## src/rtl/twi_pkg.sv

```systemverilog
package twi_pkg;

    localparam int BYTE_W = 8;
    localparam int WORD_W = 16;

    localparam logic [7:0]  BYTEWISE_ADDR = 8'hF0;
    localparam logic [7:0]  LOCK_ADDR     = 8'hFE;
    localparam logic [7:0]  ORIENT_A_ADDR = 8'h0D;
    localparam logic [7:0]  ORIENT_B_ADDR = 8'h0E;

    localparam logic [15:0] KEY_OPEN   = 16'hBEEF;
    localparam logic [15:0] KEY_ALL    = 16'hDEAD;
    localparam logic [15:0] KEY_ORIENT = 16'hDEAF;

    typedef enum logic [1:0] {
        EV_START,
        EV_REGADDR,
        EV_WDATA,
        EV_RDTAKE
    } ev_kind_e;

    typedef struct packed {
        logic                valid;
        ev_kind_e            kind;
        logic [BYTE_W-1:0]   data;
    } bus_ev_t;

    typedef enum logic [2:0] {
        ST_IDLE,
        ST_RX,
        ST_ACK,
        ST_TX,
        ST_MACK
    } bus_st_e;

    // 7-bit device identity selected by the straps
    function automatic logic [6:0] dev_id(input logic [1:0] strap);
        return {2'b10, strap[1], 1'b1, strap[0], 2'b00};
    endfunction

    // Whether a commit to addr is allowed under the given lock word
    function automatic logic commit_allowed(input logic [7:0] addr,
                                            input logic [15:0] lock,
                                            input int nreg);
        logic ok;
        if (addr == LOCK_ADDR) begin
            ok = 1'b1;
        end else begin
            ok = (addr != 8'h00) && (int'(addr) < nreg) && (lock != KEY_ALL)
                 && !((lock == KEY_ORIENT) &&
                      ((addr == ORIENT_A_ADDR) || (addr == ORIENT_B_ADDR)));
        end
        return ok;
    endfunction

endpackage

```

## src/rtl/twi_line_sync.sv

```systemverilog
module twi_line_sync #(
    parameter int STAGES = 2
) (
    input  logic clk,
    input  logic rst,
    input  logic din,
    output logic level,
    output logic rise,
    output logic fall
);
    logic [STAGES-1:0] chain;
    logic              prev;

    generate
        for (genvar i = 0; i < STAGES; i++) begin : g_stage
            always_ff @(posedge clk) begin
                if (rst) begin
                    chain[i] <= 1'b1;
                end else if (i == 0) begin
                    chain[i] <= din;
                end else begin
                    chain[i] <= chain[(i == 0) ? 0 : i-1];
                end
            end
        end
    endgenerate

    always_ff @(posedge clk) begin
        if (rst) prev <= 1'b1;
        else     prev <= chain[STAGES-1];
    end

    assign level = chain[STAGES-1];
    assign rise  = chain[STAGES-1] & ~prev;
    assign fall  = ~chain[STAGES-1] & prev;
endmodule

```

## src/rtl/twi_bus_fsm.sv

```systemverilog
module twi_bus_fsm
    import twi_pkg::*;
(
    input  logic        clk,
    input  logic        rst,
    input  logic [1:0]  strap_sel,
    input  logic        scl_lvl,
    input  logic        scl_rise,
    input  logic        scl_fall,
    input  logic        sda_lvl,
    input  logic        sda_rise,
    input  logic        sda_fall,
    input  logic [7:0]  rd_byte,
    output bus_ev_t     ev,
    output logic        sda_oe
);
    bus_st_e     st;
    logic [3:0]  cnt;
    logic [7:0]  sh;
    logic        is_dev;
    logic        is_read;
    logic        have_ptr;
    logic        nack;
    logic        oe_q;

    logic start_det, stop_det;
    assign start_det = scl_lvl & sda_fall;
    assign stop_det  = scl_lvl & sda_rise;

    always_ff @(posedge clk) begin
        if (rst) begin
            st       <= ST_IDLE;
            cnt      <= '0;
            sh       <= '0;
            is_dev   <= 1'b0;
            is_read  <= 1'b0;
            have_ptr <= 1'b0;
            nack     <= 1'b0;
            oe_q     <= 1'b0;
            ev       <= '0;
        end else begin
            ev.valid <= 1'b0;
            if (start_det) begin
                st      <= ST_RX;
                cnt     <= '0;
                is_dev  <= 1'b1;
                oe_q    <= 1'b0;
                ev      <= '{valid: 1'b1, kind: EV_START, data: 8'h00};
            end else if (stop_det) begin
                st   <= ST_IDLE;
                oe_q <= 1'b0;
            end else begin
                unique case (st)
                    ST_RX: begin
                        if (scl_rise) begin
                            sh  <= {sh[6:0], sda_lvl};
                            cnt <= cnt + 4'd1;
                        end else if (scl_fall && cnt == 4'd8) begin
                            if (is_dev) begin
                                if (sh[7:1] == dev_id(strap_sel)) begin
                                    is_read  <= sh[0];
                                    have_ptr <= 1'b0;
                                    is_dev   <= 1'b0;
                                    oe_q     <= 1'b1;
                                    st       <= ST_ACK;
                                end else begin
                                    st <= ST_IDLE;
                                end
                            end else begin
                                ev       <= '{valid: 1'b1,
                                              kind: have_ptr ? EV_WDATA : EV_REGADDR,
                                              data: sh};
                                have_ptr <= 1'b1;
                                oe_q     <= 1'b1;
                                st       <= ST_ACK;
                            end
                        end
                    end
                    ST_ACK: begin
                        if (scl_fall) begin
                            cnt <= '0;
                            if (is_read) begin
                                sh   <= rd_byte;
                                oe_q <= ~rd_byte[7];
                                st   <= ST_TX;
                                ev   <= '{valid: 1'b1, kind: EV_RDTAKE, data: 8'h00};
                            end else begin
                                oe_q <= 1'b0;
                                st   <= ST_RX;
                            end
                        end
                    end
                    ST_TX: begin
                        if (scl_fall) begin
                            if (cnt == 4'd7) begin
                                oe_q <= 1'b0;
                                st   <= ST_MACK;
                            end else begin
                                sh   <= {sh[6:0], 1'b0};
                                oe_q <= ~sh[6];
                                cnt  <= cnt + 4'd1;
                            end
                        end
                    end
                    ST_MACK: begin
                        if (scl_rise) begin
                            nack <= sda_lvl;
                        end else if (scl_fall) begin
                            cnt <= '0;
                            if (nack) begin
                                st <= ST_IDLE;
                            end else begin
                                sh   <= rd_byte;
                                oe_q <= ~rd_byte[7];
                                st   <= ST_TX;
                                ev   <= '{valid: 1'b1, kind: EV_RDTAKE, data: 8'h00};
                            end
                        end
                    end
                    default: ;
                endcase
            end
        end
    end

    assign sda_oe = oe_q;
endmodule

```

## src/rtl/twi_reg_bank.sv

```systemverilog
module twi_reg_bank
    import twi_pkg::*;
#(
    parameter int          NREG    = 16,
    parameter logic [15:0] VERSION = 16'h1324
) (
    input  logic        clk,
    input  logic        rst,
    input  bus_ev_t     ev,
    output logic [7:0]  rd_byte,
    output logic [15:0] lock_word,
    output logic        commit_en,
    output logic [7:0]  commit_addr
);
    localparam int IDXW = (NREG > 1) ? $clog2(NREG) : 1;

    logic [15:0] store [NREG];
    logic [15:0] lock_q;
    logic [7:0]  ptr;
    logic        phase_lo;
    logic [7:0]  stash;
    logic [7:0]  bw_tgt;

    logic        want;
    logic [15:0] commit_data;

    // Commit request decode
    always_comb begin
        want        = 1'b0;
        commit_addr = ptr;
        commit_data = {stash, ev.data};
        if (ev.valid && ev.kind == EV_WDATA) begin
            if (ptr == BYTEWISE_ADDR) begin
                want        = 1'b1;
                commit_addr = bw_tgt;
            end else if (phase_lo) begin
                want = 1'b1;
            end
        end
    end
    assign commit_en = want && commit_allowed(commit_addr, lock_q, NREG);

    // Register storage
    generate
        for (genvar i = 0; i < NREG; i++) begin : g_reg
            if (i == 0) begin : g_ro
                assign store[i] = VERSION;
            end else begin : g_rw
                always_ff @(posedge clk) begin
                    if (rst) begin
                        store[i] <= '0;
                    end else if (commit_en && commit_addr == 8'(i)) begin
                        store[i] <= commit_data;
                    end
                end
            end
        end
    endgenerate

    always_ff @(posedge clk) begin
        if (rst) begin
            lock_q <= KEY_OPEN;
        end else if (commit_en && commit_addr == LOCK_ADDR) begin
            lock_q <= commit_data;
        end
    end

    // Pointer, byte phase and bytewise bookkeeping
    always_ff @(posedge clk) begin
        if (rst) begin
            ptr      <= '0;
            phase_lo <= 1'b0;
            stash    <= '0;
            bw_tgt   <= '0;
        end else if (ev.valid) begin
            unique case (ev.kind)
                EV_START:   phase_lo <= 1'b0;
                EV_REGADDR: begin
                    ptr      <= ev.data;
                    phase_lo <= 1'b0;
                end
                EV_WDATA: begin
                    if (ptr != BYTEWISE_ADDR) begin
                        if (!phase_lo) begin
                            stash    <= ev.data;
                            bw_tgt   <= ptr;
                            phase_lo <= 1'b1;
                        end else begin
                            phase_lo <= 1'b0;
                            ptr      <= ptr + 8'd1;
                        end
                    end
                end
                EV_RDTAKE: begin
                    if (ptr != BYTEWISE_ADDR) begin
                        if (!phase_lo) begin
                            bw_tgt   <= ptr;
                            phase_lo <= 1'b1;
                        end else begin
                            phase_lo <= 1'b0;
                            ptr      <= ptr + 8'd1;
                        end
                    end
                end
                default: ;
            endcase
        end
    end

    // Read data selection
    function automatic logic [15:0] word_at(input logic [7:0] a);
        logic [15:0] w;
        w = '0;
        if (a == LOCK_ADDR) begin
            w = lock_q;
        end else if (int'(a) < NREG) begin
            w = store[a[IDXW-1:0]];
        end
        return w;
    endfunction

    always_comb begin
        if (ptr == BYTEWISE_ADDR) begin
            rd_byte = word_at(bw_tgt)[7:0];
        end else if (phase_lo) begin
            rd_byte = word_at(ptr)[7:0];
        end else begin
            rd_byte = word_at(ptr)[15:8];
        end
    end

    assign lock_word = lock_q;
endmodule

```

## src/rtl/twi_regbank.sv

```systemverilog
module twi_regbank
    import twi_pkg::*;
#(
    parameter int          NREG        = 16,
    parameter logic [15:0] VERSION     = 16'h1324,
    parameter int          SYNC_STAGES = 2
) (
    input  logic       clk,
    input  logic       rst,
    input  logic [1:0] strap_sel,
    input  logic       scl_i,
    input  logic       sda_i,
    output logic       sda_oe
);
    logic scl_lvl, scl_rise, scl_fall;
    logic sda_lvl, sda_rise, sda_fall;
    bus_ev_t     ev;
    logic [7:0]  rd_byte;
    logic [15:0] lock_word;
    logic        commit_en;
    logic [7:0]  commit_addr;

    twi_line_sync #(.STAGES(SYNC_STAGES)) u_scl_sync (
        .clk(clk), .rst(rst), .din(scl_i),
        .level(scl_lvl), .rise(scl_rise), .fall(scl_fall)
    );

    twi_line_sync #(.STAGES(SYNC_STAGES)) u_sda_sync (
        .clk(clk), .rst(rst), .din(sda_i),
        .level(sda_lvl), .rise(sda_rise), .fall(sda_fall)
    );

    twi_bus_fsm u_fsm (
        .clk(clk), .rst(rst), .strap_sel(strap_sel),
        .scl_lvl(scl_lvl), .scl_rise(scl_rise), .scl_fall(scl_fall),
        .sda_lvl(sda_lvl), .sda_rise(sda_rise), .sda_fall(sda_fall),
        .rd_byte(rd_byte), .ev(ev), .sda_oe(sda_oe)
    );

    twi_reg_bank #(.NREG(NREG), .VERSION(VERSION)) u_bank (
        .clk(clk), .rst(rst), .ev(ev), .rd_byte(rd_byte),
        .lock_word(lock_word), .commit_en(commit_en), .commit_addr(commit_addr)
    );
endmodule

```

## config.mk

```make
export PLATFORM = sky130hd
export DESIGN_NAME = twi_regbank
export DESIGN_NICKNAME = d
export VERILOG_FILES = /design/src/rtl/twi_pkg.sv /design/src/rtl/twi_line_sync.sv /design/src/rtl/twi_bus_fsm.sv /design/src/rtl/twi_reg_bank.sv /design/src/rtl/twi_regbank.sv
export SDC_FILE = /design/constraint.sdc
export NUM_CORES = 1
export LEC_CHECK = 0
export ABC_CLOCK_PERIOD_IN_PS = 9490
export BUFFER_PORTS_ARGS = -buffer_cell sky130_fd_sc_hd__buf_2
export CAP_MARGIN = 5
export CORE_MARGIN = 3
export CORE_UTILIZATION = 60
export DETAILED_ROUTE_END_ITERATION = 8
export MAX_ROUTING_LAYER = met4
export PLACE_DENSITY = 0.75
export SYNTH_ARGS = -nofsm -noshare
export SYNTH_HDL_FRONTEND = slang
export SYNTH_SLANG_ARGS = --single-unit
```

## constraint.sdc

```tcl
create_clock -name clk -period 9.49 [get_ports clk]
set_input_delay 0.949 -clock clk [delete_from_list [all_inputs] [get_ports clk]]
set_output_delay 0.949 -clock clk [all_outputs]
set_load 0.03 [all_outputs]
```

==> impl_results.md, run 1 <==
- Commonest cells post-synth: 318 x dfxtp_1, 207 x nor2_1, 175 x mux2i_1
- Max_cap viols: 0
- Initial Util: 0.614
- Final Hold Viols: 0
- Core area: 25300 um^2
- Count leader, synth: dfxtp_1
- WL/cell: 24.8 um
- RSZ-0062 raised after global routing: false
- Placed insts: 1842
- Clock skew: 0.0256 ns
- Die H: 167 um
- Crit-path slowest cell: nand4_2
- Setup_tns: 0 ns
- Die X: 167 um
- Max FO, Critical Path: 34
- Gr busiest metal: met2
- Gr usage total: 0.340
- Post-Syn Area: 15600 um^2
- Reg clk slew, reported paths: 0.06 ns
- Most used DFF post-synth: dfxtp_1
- Largest area contributor in the netlist: dfxtp_1
- Synth warnings: 0
- Gp weighted congestion: 0.959
- Fmax: 255 MHz
- ANT nets after route: 0
- Initial antenna violation count: 0
- Cells on worst reg2reg path: 6
- Startpoint types: flop
- Fraction of layout cells with a size suffix above 1: 0.170
- Syn avg cell area: 9.63 um^2
- Ports: 7
- Die area: 27900 um^2
- Hold Path Class: flop to flop
- Fraction of registers with async set or reset after synthesis: 0
- GR Layer Usage met3: 0.0631
- #FFs+latches synth: 318
- Pre-antenna DRT Iters: 6
- Largest net degree at the start of global routing: 69
- Worst path required time: 9.92 ns
- Core Rows: 58
- RR Endpoint: u_bank.store[143]$_SDFFE_PP0P_
- Fin nets: 1559
- Via density per instance: 6.82
- Leak: 5.95 nW
- Post-CTS Resized: 0
- Global-route wire length before repair: 72800 um
- CTS root buf: clkbuf_16
- Rel. slew slack: 0.205
- Synth area leaders: dfxtp_1 41%, mux2i_1 11%, mux4_2 11%, nor2_1 5.0%, nand2_1 3.5%
- DR vias: 12900
- Finished Layout Cells: 1900
- Max Slew Vio Count: 0
- Post-CTS setup buffers: 0
- Sink Count: 318
- Crit. End Element: flop
- Vias in the first global route: 12500
- Hold-fix buffers, CTS: 0
- Setup crit end: u_bank.store[143]$_SDFFE_PP0P_
- Layout fillers: 2048
- CP Cell Sequence: buf_4 -> a2111oi_0 -> a311oi_1 -> and2_1 -> nand4_2 -> mux2i_1
- Synthesized instance count: 1615
- Clock Tree Buf Depth: 3
- WL final: 47000 um
- Area Growth Syn to Fin: 7.97%
- Worst-Skew Late Latency: 0.53 ns
- Gr ovfl total: 0
- Diode count: 0
- Setup violators final: 0
- Netlist cell types: 73
- Total power: 2.74 mW
- Drc violations: 0
- Worst slew pin tran: 1.18 ns
- CTS Buf Count: 34
- Met1 GRT Util: 0.464
- Power Density: 163 nW/um^2
- Final HPWL DP: 28600 um
- Crit path launch: u_bank.ptr[1]$_SDFFE_PP0P_
- Minimum clock period: 3.92 ns
- Hold Path Stages: 1
- Initial DRC count: 1738
- CP arrival: 4.34 ns
- Fin crit share: 0.413
- Met2 capacity usage during global routing: 0.499
- R2R setup slack: 5.57 ns
- Peak supply drop: 0.145 mV
- Sequential share of the synthesized area: 0.409
- Number of flops mapped to enable cells by yosys: 0
- Final worst slack: 5.57 ns
- H-tree levels: 2
- Port buffer count: 6
- Status: completed
- Crit path kind: flop to flop
- RR Startpoint: u_bank.ptr[1]$_SDFFE_PP0P_
- WHS: 0.414 ns
- Worst slack at placement: 5.74 ns
- CTS tree: built
- Max incr delay on CP: 0.91 ns
- Top cell type's share of synthesized area: 0.409
- Mapped Nets: 1626
registers in the layout (all words and copies together) (netlist names), 3 cells and up:
signal / flops
u_bank.bw_tgt: 8
u_fsm.cnt: 4
u_bank.lock_word: 16
u_bank.ptr: 8
u_fsm.ev: 11
u_fsm.st: 3
u_bank.store: 240
u_fsm.sh: 8
u_bank.stash: 8
critical path, delay by kind of cell (launching register included):
family	cells	cell delay (ns)
compound gates	2	0.75
buf+inv	1	0.57
flops	1	0.74
mux	1	0.47
simple gates	2	1.23
final cells by class:
type                       count  area [um^2]  area share
sequential                   318         6380       0.380
timing repair buffer          39          280      0.0167
multi-input combinational   1133         8530       0.508
clock buffer                  49          987      0.0588
tap                          330          413      0.0246
inverter                      22         85.1     0.00507
clock inverter                 9          126     0.00752
metal layers:
layer,vias to the layer above,wire length (um)
met5,-,0
met4,0,2110
met3,158,4770
met2,715,20900
met1,6298,19200
li1,5778,-
placed cells by master (no fill, tap or decap), drive strengths merged, types with 16 or more instances in the layout:
| cell | synthesis | final |
|---|---|---|
| nor2 | 208 | 208 |
| mux2i | 175 | 175 |
| nor3 | 20 | 20 |
| buf | 57 | 39 |
| a221oi | 21 | 21 |
| a22o | 32 | 32 |
| mux2 | 18 | 18 |
| a21oi | 76 | 76 |
| nor2b | 18 | 18 |
| inv | 19 | 20 |
| o21ai | 89 | 89 |
| nand3 | 32 | 32 |
| clkbuf | 85 | 49 |
| a211oi | 16 | 16 |
| mux4 | 74 | 74 |
| a31o | 49 | 49 |
| dfxtp | 318 | 318 |
| nand2 | 148 | 148 |
stage by stage:
step	util	area, um^2
4_1_cts	0.663	16800
5_1_grt	0.663	16800
3_5_place_dp	0.619	15700
6_report	0.663	16800
3_3_place_gp	0.619	15700
2_1_floorplan	-	15600
how the worst min path moves through the flow:
| stage | from | endpoint | slack [ns] |
|---|---|---|---|
| 2_1_floorplan | u_scl_sync.chain[0]$_SDFF_PP1_ | u_scl_sync.level$_SDFF_PP1_ | 0.39 |
| 3_3_place_gp | u_sda_sync.chain[0]$_SDFF_PP1_ | u_sda_sync.level$_SDFF_PP1_ | 0.40 |
| 3_5_place_dp | u_scl_sync.chain[0]$_SDFF_PP1_ | u_scl_sync.level$_SDFF_PP1_ | 0.40 |
| 4_1_cts | u_scl_sync.chain[0]$_SDFF_PP1_ | u_scl_sync.level$_SDFF_PP1_ | 0.42 |
| 5_1_grt | u_scl_sync.chain[0]$_SDFF_PP1_ | u_scl_sync.level$_SDFF_PP1_ | 0.44 |
| 6_report | u_sda_sync.chain[0]$_SDFF_PP1_ | u_sda_sync.level$_SDFF_PP1_ | 0.41 |
logic make-up (layout without fill, tap and decap cells):
family | count (synthesis) | count (layout) | synth area share
AO/OA/AOI/OAI | 356 | 356 | 0.160
XOR/XNOR | 4 | 4 | 0.00225
adder cells (fa/ha/maj) | 5 | 5 | 0.00402
buffers and inverters | 164 | 119 | 0.0448
flip-flops | 318 | 318 | 0.409
multiplexers | 267 | 267 | 0.233
AND/OR/NAND/NOR | 501 | 501 | 0.147
where the power goes:
part	switching [mW]	internal, mW
Sequential	0.00874	1.34
Combinational	0.0485	0.0162
Clock	0.549	0.781
Note: power is estimated with default switching activity, not from simulation.
==> run 2, diff against run 1 <==
--- a/config.mk
+++ b/config.mk
@@ -5,7 +5,7 @@
 export SDC_FILE = /design/constraint.sdc
 export NUM_CORES = 1
 export LEC_CHECK = 0
-export ABC_CLOCK_PERIOD_IN_PS = 9490
+export ABC_CLOCK_PERIOD_IN_PS = 4050
 export BUFFER_PORTS_ARGS = -buffer_cell sky130_fd_sc_hd__buf_2
 export CAP_MARGIN = 5
 export CORE_MARGIN = 3
==> constraint.sdc (replaced) <==
create_clock -name clk -period 4.05 [get_ports clk]
set_input_delay 0.405 -clock clk [delete_from_list [all_inputs] [get_ports clk]]
set_output_delay 0.405 -clock clk [all_outputs]
set_load 0.03 [all_outputs]
==> impl_results.md, run 2 (synthesis results as in run 1) <==
- Clock skew: 0.0201 ns (was 0.0256 ns)
- Fin nets: 1589 (was 1559)
- CTS tree: built (unchanged)
- Fmax: 278 MHz (was 255 MHz)
- Reg clk slew, reported paths: 0.06 ns (about the same)
- Gr ovfl total: 0 (unchanged)
- Gr usage total: 0.339 (was 0.340)
- RSZ-0062 raised after global routing: false (unchanged)
- Core area: 25300 um^2 (unchanged)
- Vias in the first global route: 12600 (was 12500)
- Fin crit share: 0.888 (was 0.413)
- Cells on worst reg2reg path: 9 (was 6)
- Peak supply drop: 0.394 mV (was 0.145 mV)
- Worst path required time: 4.50 ns (was 9.92 ns)
- Leak: 6.12 nW (was 5.95 nW)
- Clock Tree Buf Depth: 3 (unchanged)
- Placed insts: 1871 (was 1842)
- Area occupied by multi-input gates: 8510 um^2 (was 8530 um^2)
- Gp weighted congestion: 0.991 (was 0.959)
- Initial Util: 0.614 (unchanged)
- Final Hold Viols: 0 (unchanged)
- WL/cell: 24.4 um (was 24.8 um)
- CTS root buf: clkbuf_16 (unchanged)
- Hold Path Class: input port to flop (was flop to flop)
- Max Slew Vio Count: 0 (unchanged)
- Rel. slew slack: 0.155 (was 0.205)
- Total power: 6.53 mW (was 2.74 mW)
- Final HPWL DP: 29800 um (was 28600 um)
- Core Rows: 58 (unchanged)
- Status: completed (unchanged)
- WHS: 0.0796 ns (was 0.414 ns)
- Setup_tns: 0 ns (unchanged)
- Setup violators final: 0 (unchanged)
- Power Density: 383 nW/um^2 (was 163 nW/um^2)
- Die H: 167 um (unchanged)
- Via density per instance: 6.82 (about the same)
- Layout fillers: 1952 (was 2048)
- Fraction of layout cells with a size suffix above 1: 0.187 (was 0.170)
- Initial antenna violation count: 0 (unchanged)
- Crit. End Element: flop (unchanged)
- Global-route wire length before repair: 73100 um (was 72800 um)
- Die area: 27900 um^2 (unchanged)
- Crit path kind: flop to flop (unchanged)
- Core Util, Final: 0.674 (was 0.663)
- Largest reg by FF count: u_bank.store (unchanged)
- WL final: 47200 um (was 47000 um)
- Area Growth Syn to Fin: 9.68% (was 7.97%)
- Storage cell area: 6380 um^2 (unchanged)
- Hold-fix buffers, CTS: 0 (unchanged)
- Initial DRC count: 1922 (was 1738)
- Max_cap viols: 0 (unchanged)
- Commonest non-fill, non-tap cell in the layout: dfxtp_1 (unchanged)
- Finished Layout Cells: 1934 (was 1900)
- CP arrival: 4.05 ns (was 4.34 ns)
- Pre-antenna DRT Iters: 8 (was 6)
- Port buffer count: 6 (unchanged)
- Largest net degree at the start of global routing: 67 (was 69)
- Post-CTS setup buffers: 0 (unchanged)
- Drc violations: 0 (unchanged)
- Die X: 167 um (unchanged)
- Diode count: 0 (unchanged)
- Worst-Skew Late Latency: 0.52 ns (was 0.53 ns)
- Max FO, Critical Path: 16 (was 34)
- CTS Buf Count: 35 (was 34)
- ANT nets after route: 0 (unchanged)
- Startpoint types: flop (unchanged)
- Ports: 7 (unchanged)
- Sink Count: 318 (unchanged)
- H-tree levels: 2 (unchanged)
- Max FFs per register: 240 (unchanged)
- DR vias: 13200 (was 12900)
- Minimum clock period: 3.60 ns (was 3.92 ns)
- Commonest cells after routing, fill and taps aside: 313 x dfxtp_1, 207 x nor2_1, 175 x mux2i_1, 147 x nand2_1, 88 x o21ai_0 (was 313 x dfxtp_1, 207 x nor2_1, 175 x mux2i_1, 146 x nand2_1, 88 x o21ai_0)
- Post-CTS Resized: 0 (unchanged)
- Worst slew pin tran: 1.26 ns (was 1.18 ns)
- Hold Path Stages: 2 (was 1)
-- run 2: per-layer routing --
layer  routed length, um  GRT usage  up-vias  share of wire
li1                    -          -     5840              -
met1               18700      0.452     6392           0.40
met2               20900      0.506      779           0.44
met3                5350     0.0750      184           0.11
met4                2180      0.138        0          0.046
met5                   0          -        -              0
-- run 2: metrics by stage --
step                      area [um^2]  setup WS (ns)
final                           17100          0.453
after global routing            17100          0.252
after CTS                       17100          0.483
after detailed placement        15900          0.521
after global placement          15900          0.689
after floorplan                 15600          0.742
-- run 2: power by group --
group / internal [mW] / switching, mW
Combinational: 0.0407 / 0.118
Clock: 1.92 / 1.30
Sequential: 3.14 / 0.0196
Total: 5.10 / 1.44
-- run 2: layout make-up --
cell class,count,share of cell area
timing repair buffer,68,0.0299
clock inverter,12,0.00792
clock buffer,51,0.0607
tap,330,0.0242
inverter,22,0.00499
multi-input combinational,1133,0.499
sequential,318,0.374
-- run 2: worst max-delay path, stage by stage (launching register included) --
cell       delay (ns)
dfxtp_4          0.34
inv_1            0.15
ha_1             0.29
or3b_4           0.46
or3_1            0.41
a2bb2oi_4        0.23
and2_1           0.17
nand3_1          0.18
nor3_2           1.03
a22o_1           0.27
-- run 2: worst paths after layout --
check / startpoint / end / slack [ns]
max reg2reg: u_bank.ptr[0]$_SDFFE_PP0P_ / u_bank.store[178]$_SDFFE_PP0P_ / 0.45
min: scl_i / u_scl_sync.chain[0]$_SDFF_PP1_ / 0.08
max: u_bank.ptr[0]$_SDFFE_PP0P_ / u_bank.store[178]$_SDFFE_PP0P_ / 0.45
min reg2reg: u_sda_sync.chain[0]$_SDFF_PP1_ / u_sda_sync.level$_SDFF_PP1_ / 0.41
